`src/rtl/lcd_mux_pkg.sv`:
```
package lcd_mux_pkg;
   typedef enum logic [1:0] {
      LV_GND = 2'd0,
      LV_LO  = 2'd1,
      LV_HI  = 2'd2,
      LV_TOP = 2'd3
   } lvl_e;
endpackage

```
`src/rtl/lcd_mux_timing.sv`:
```
module lcd_mux_timing #(
   parameter int COM_N     = 4,
   parameter int FRAME_CYC = 24,
   localparam int SLOT_W   = $clog2(COM_N)
) (
   input  logic              clk,
   input  logic              rst_n,
   input  logic              osc_en,
   input  logic              third_duty,
   output logic              duty_q,
   output logic [SLOT_W-1:0] slot,
   output logic              neg_pol
);
   localparam int SLOT_FULL  = FRAME_CYC / COM_N;
   localparam int SLOT_SHORT = FRAME_CYC / (COM_N - 1);
   localparam int CYC_W      = $clog2(SLOT_SHORT);

   logic [CYC_W-1:0]  cyc;
   logic [CYC_W-1:0]  last_cyc;
   logic [SLOT_W-1:0] last_slot;

   always_comb begin
      last_cyc  = duty_q ? CYC_W'(SLOT_SHORT - 1) : CYC_W'(SLOT_FULL - 1);
      last_slot = duty_q ? SLOT_W'(COM_N - 2)     : SLOT_W'(COM_N - 1);
   end

   always_ff @(posedge clk or negedge rst_n) begin
      if (!rst_n) begin
         duty_q  <= 1'b0;
         cyc     <= '0;
         slot    <= '0;
         neg_pol <= 1'b0;
      end else if (third_duty != duty_q) begin
         duty_q <= third_duty;
         cyc    <= '0;
         slot   <= '0;
      end else if (osc_en) begin
         if (cyc >= last_cyc) begin
            cyc <= '0;
            if (slot >= last_slot) begin
               slot    <= '0;
               neg_pol <= ~neg_pol;
            end else begin
               slot <= slot + 1'b1;
            end
         end else begin
            cyc <= cyc + 1'b1;
         end
      end
   end
endmodule

```
`src/rtl/lcd_mux_com.sv`:
```
module lcd_mux_com
   import lcd_mux_pkg::*;
#(
   parameter int COM_N    = 4,
   localparam int SLOT_W  = $clog2(COM_N)
) (
   input  logic               duty_q,
   input  logic [SLOT_W-1:0]  slot,
   input  logic               neg_pol,
   output logic [COM_N*2-1:0] com_lvl
);
   for (genvar k = 0; k < COM_N; k++) begin : g_com
      lvl_e code;
      logic sel;
      assign sel = (slot == SLOT_W'(k));
      if (k == COM_N - 1) begin : g_last
         always_comb begin
            if (duty_q)       code = LV_GND;
            else if (neg_pol) code = sel ? LV_GND : LV_HI;
            else              code = sel ? LV_TOP : LV_LO;
         end
      end else begin : g_norm
         always_comb begin
            if (neg_pol) code = sel ? LV_GND : LV_HI;
            else         code = sel ? LV_TOP : LV_LO;
         end
      end
      assign com_lvl[2*k +: 2] = code;
   end
endmodule

```
`src/rtl/lcd_mux_seg.sv`:
```
module lcd_mux_seg
   import lcd_mux_pkg::*;
#(
   parameter int SEG_W    = 32,
   parameter int COM_N    = 4,
   localparam int SLOT_W  = $clog2(COM_N)
) (
   input  logic [COM_N*SEG_W-1:0] lat_flat,
   input  logic [SLOT_W-1:0]      slot,
   input  logic                   neg_pol,
   input  logic                   disp_en,
   output logic [SEG_W*2-1:0]     seg_lvl
);
   logic [SEG_W-1:0] row;

   always_comb begin
      row = '0;
      for (int k = 0; k < COM_N; k++) begin
         if (slot == SLOT_W'(k)) row = lat_flat[k*SEG_W +: SEG_W];
      end
   end

   for (genvar j = 0; j < SEG_W; j++) begin : g_seg
      lvl_e code;
      logic on;
      assign on = row[j] & disp_en;
      always_comb begin
         if (neg_pol) code = on ? LV_TOP : LV_LO;
         else         code = on ? LV_GND : LV_HI;
      end
      assign seg_lvl[2*j +: 2] = code;
   end
endmodule

```
`src/rtl/lcd_mux_seq.sv`:
```
module lcd_mux_seq #(
   parameter int SEG_W     = 32,
   parameter int COM_N     = 4,
   parameter int FRAME_CYC = 24
) (
   input  logic                   clk,
   input  logic                   rst_n,
   input  logic                   osc_en,
   input  logic                   third_duty,
   input  logic                   disp_en,
   input  logic [COM_N*SEG_W-1:0] lat_flat,
   output logic [COM_N*2-1:0]     com_lvl,
   output logic [SEG_W*2-1:0]     seg_lvl
);
   localparam int SLOT_W = $clog2(COM_N);

   if (COM_N < 3) begin : g_bad_com
      $error("COM_N must be at least 3");
   end
   if ((FRAME_CYC % COM_N) != 0 || (FRAME_CYC % (COM_N - 1)) != 0) begin : g_bad_frame
      $error("FRAME_CYC must divide by COM_N and COM_N-1");
   end
   if (FRAME_CYC / COM_N < 2) begin : g_bad_slot
      $error("slots must last at least two ticks");
   end
   if (SEG_W < 1) begin : g_bad_seg
      $error("SEG_W must be positive");
   end

   logic              duty_q;
   logic [SLOT_W-1:0] slot;
   logic              neg_pol;

   lcd_mux_timing #(.COM_N(COM_N), .FRAME_CYC(FRAME_CYC)) u_timing (
      .clk(clk), .rst_n(rst_n), .osc_en(osc_en), .third_duty(third_duty),
      .duty_q(duty_q), .slot(slot), .neg_pol(neg_pol)
   );

   lcd_mux_com #(.COM_N(COM_N)) u_com (
      .duty_q(duty_q), .slot(slot), .neg_pol(neg_pol), .com_lvl(com_lvl)
   );

   lcd_mux_seg #(.SEG_W(SEG_W), .COM_N(COM_N)) u_seg (
      .lat_flat(lat_flat), .slot(slot), .neg_pol(neg_pol),
      .disp_en(disp_en), .seg_lvl(seg_lvl)
   );
endmodule

```
`config.mk`:
```
export PLATFORM = sky130hd
export DESIGN_NAME = lcd_mux_seq
export DESIGN_NICKNAME = d
export VERILOG_FILES = /design/src/rtl/lcd_mux_pkg.sv /design/src/rtl/lcd_mux_timing.sv /design/src/rtl/lcd_mux_com.sv /design/src/rtl/lcd_mux_seg.sv /design/src/rtl/lcd_mux_seq.sv
export SDC_FILE = /design/constraint.sdc
export NUM_CORES = 1
export LEC_CHECK = 0
export BUFFER_PORTS_ARGS = -buffer_cell sky130_fd_sc_hd__buf_2
export CORE_MARGIN = 3
export CORE_UTILIZATION = 37
export CTS_BUF_LIST = sky130_fd_sc_hd__clkbuf_4 sky130_fd_sc_hd__clkbuf_8 sky130_fd_sc_hd__clkbuf_16
export CTS_CLUSTER_SIZE = 12
export DETAILED_ROUTE_END_ITERATION = 8
export GPL_ROUTABILITY_DRIVEN = 0
export GPL_TIMING_DRIVEN = 0
export PLACE_DENSITY_LB_ADDON = 0.2
export SLEW_MARGIN = 10
export SYNTH_ARGS = -nofsm -noshare
export SYNTH_HDL_FRONTEND = slang
export SYNTH_SLANG_ARGS = --single-unit
```
`constraint.sdc`:
```
create_clock -name clk -period 2.1 [get_ports clk]
set_input_delay 0.21 -clock clk [delete_from_list [all_inputs] [get_ports clk]]
set_output_delay 0.21 -clock clk [all_outputs]
set_load 0.01 [all_outputs]
```
==> impl_metrics.tcl <==
set metrics [dict create \
    status "finished with violations" \
    violations "negative setup slack" \
    syn_area_per_cell_um2 8.43 \
    worstSetupEndpoint "seg_lvl[57]" \
    cts_tree "yes" \
    rows 26 \
    drtAntennaViolNets 0 \
    vias 2674 \
    wl_um 8120 \
    pin_count 205 \
    hpwl_um 6310 \
    async_flop_share_pct 100 \
    globalRouteOverflowTotal 0 \
    crit_path_start "u_timing.slot[0]$_DFFE_PN0P_" \
    worst_ep_required_time_ns 1.89 \
    drt_pass1_iterations 4 \
    powerDensity_nw_per_um2 198 \
    viasPerCell 5.03 \
    port_buffers 204 \
    cts.clk_slew.worst_paths_ns 0.04 \
    worst_slack_ns -0.156 \
    core_um2 5240 \
    synth_edf_count 0 \
    synth_flop_cell "dfrtp_1" \
    synthTopCellsByArea "a221oi_2 22%, xnor2_1 15%, o221ai_1 14%" \
    synth_fp_nets 383 \
    critPathKind "reg2out" \
    grt_pass1_wl_um 12000 \
    max_cap_viol_count 0 \
    synth_cells 243 \
    rsz0062_at_grt "true" \
    r2r_slack_ns 0.51 \
    drive_above_1_share_pct 68.2 \
    clkSinkCount 7 \
    wl_per_cell_um 15.3 \
    dp.cells 517 \
    vdd_drop_max_v 0.000358 \
    power.leakage_nw 1.67 \
    drc 0 \
    grt_use_total_pct 22.7 \
    cp_data_arrival_time_ns 2.05 \
    final_nets 603 \
    ys_seq_area_share_pct 8.55 \
    cp-end-kind "primary output" \
    h-tree-depth 1 \
    netlist_area_um2 2050 \
    max_freq_mhz 443 \
    drt_iter0_markers 100 \
    synth_common_cells "37 x nor2_1, 35 x buf_4, 34 x xnor2_1" \
    min_period_ns 2.26 \
    r2r_cells 6 \
    ys_seq_elements 7 \
    slew_violations 0 \
    yosysWarnings 0 \
    initial_core_util_pct 39.1 \
    final_cell_area_um2 3500 \
    yosysTopAreaCell "a221oi_2" \
    cts_buffer_depth 2 \
    die-area_um2 6470 \
    area_growth_pct 70.9 \
    hold_viol 0 \
    setup_violations 31 \
    hold_path_class "in2reg" \
    antenna_found_initial 0 \
    grt_max_degree 35 \
    synth_most_common_cell "nor2_1" \
    clkLatencyLatePin_ns 0.23 \
    die_h_um 80.4 \
    cp_max_fo 6 \
    ys_types 23 \
    worstReg2RegEnd "u_timing.neg_pol$_DFFE_PN0P_" \
    fp.dieW_um 80.4 \
    synth_top_area_share_pct 22.0 \
    fin_crit_sh_pct 107 \
    stdcell_count 532 \
    startpoint_type "register" \
    whs_path_depth 2 \
    reg2reg_from "u_timing.duty_q$_DFFE_PN0N_" \
    worst_pin_slew_ns 0.709 \
    worst_clock_skew_ns 0.000642 \
    first_global_vias 2376 \
    max-slew-margin-rel_pct 52.7 \
    n_antenna_cell 0 \
    cts_buffers 3 \
    cts-root-buf "clkbuf_8" \
    dpl_cell_area_um2 3160 \
]
## placed cells by master (no fill, tap or decap), drive strengths merged
master / synthesis / final
xnor2: 34 / 34
ha: 7 / 7
dlygate4sd3: 0 / 1
o221ai: 32 / 32
a21oi: 5 / 5
a21o: 1 / 1
nand3: 4 / 4
xor2: 4 / 4
nand2: 5 / 5
clkbuf: 8 / 11
or2: 1 / 1
a211oi: 1 / 1
nor3: 2 / 2
o21ai: 1 / 1
a221oi: 32 / 32
buf: 52 / 267
inv: 7 / 7
nand2b: 1 / 1
nor2b: 2 / 2
nor2: 37 / 37
dfrtp: 7 / 7
## critical path, cell delays in order, from the launching register on
cell and delay [ns]:
dfrtp_2 0.45, inv_4 0.07, ha_4 0.16, or2_1 0.22, buf_6 0.15, buf_12 0.14
a221oi_2 0.19, nor2_1 0.09, xnor2_1 0.17, buf_2 0.17
## final cells by class
cell class / count / area, µm²
repair buffers: 216 / 1160
multi-input cells: 169 / 1520
inverters: 7 / 31.3
flip-flops and latches: 7 / 181
well taps: 70 / 87.6
clock buffers: 4 / 48.8
fillers: 460 / 1740
plain buffers: 59 / 470
## state kept, by name, summed over array words and instances, names as in the netlist
name and cells:
u_timing.neg_pol 1, u_timing.slot 2, u_timing.cyc 3, u_timing.duty_q 1
## layer usage
metal	up-vias	global-route usage [%]	routed length [µm]
li1	1318	-	-
met1	1223	28.8	3120
met2	125	40.4	4320
met3	8	3.36	581
met4	0	4.56	102
met5	-	0	0
## per-stage QoR
step                worst slack (ns)  power [mW]  util [%]  hold slack (ns)  TNS [ns]
global route                  -0.234       0.737      66.9            0.207     -5.48
detailed placement            -0.124       0.480      60.3           0.0498     -1.99
global placement             -0.0824       0.474      60.3           0.0505     -1.23
CTS                           -0.118       0.692      65.6            0.189     -2.12
finish                        -0.156       0.692      66.9            0.197     -2.18
floorplan                      0.260       0.293         -          -0.0856         0
## repair_timing
| action | 4_1_cts | 5_1_grt |
|---|---|---|
| hold endpoints to repair | 7 | 0 |
| pin swaps | 10 | 22 |
| gates resized for setup | 33 | 16 |
| buffers inserted | 7 | 2 |
| endpoints found under the setup margin | 40 | 32 |
| hold buffers | 1 | 0 |
| cloned | 2 | 0 |
## logic make-up (layout without fill, tap and decap cells)
group,after synthesis,in the layout,synth area share [%]
compound gates,72,72,38.7
xor+xnor,38,38,16.2
fa+ha+maj,7,7,4.27
buf+inv,67,286,21.9
flops,7,7,8.55
simple gates,52,52,10.4
## worst min-delay path by stage
stage / start / endpoint / slack, ns
CTS: third_duty / u_timing.duty_q$_DFFE_PN0N_ / 0.19
global placement: rst_n / u_timing.duty_q$_DFFE_PN0N_ / 0.05
detailed placement: rst_n / u_timing.duty_q$_DFFE_PN0N_ / 0.05
finish: third_duty / u_timing.duty_q$_DFFE_PN0N_ / 0.20
global route: third_duty / u_timing.duty_q$_DFFE_PN0N_ / 0.21
floorplan: rst_n / u_timing.cyc[0]$_DFFE_PN0P_ / -0.09
## power by group
group	internal (mW)	switching, mW	leakage, nW	total [mW]
registers	0.141	0.00570	0.0858	0.147
logic	0.191	0.153	1.56	0.344
clock network	0.144	0.0574	0.0262	0.202
(Power assumes the default switching activity.)
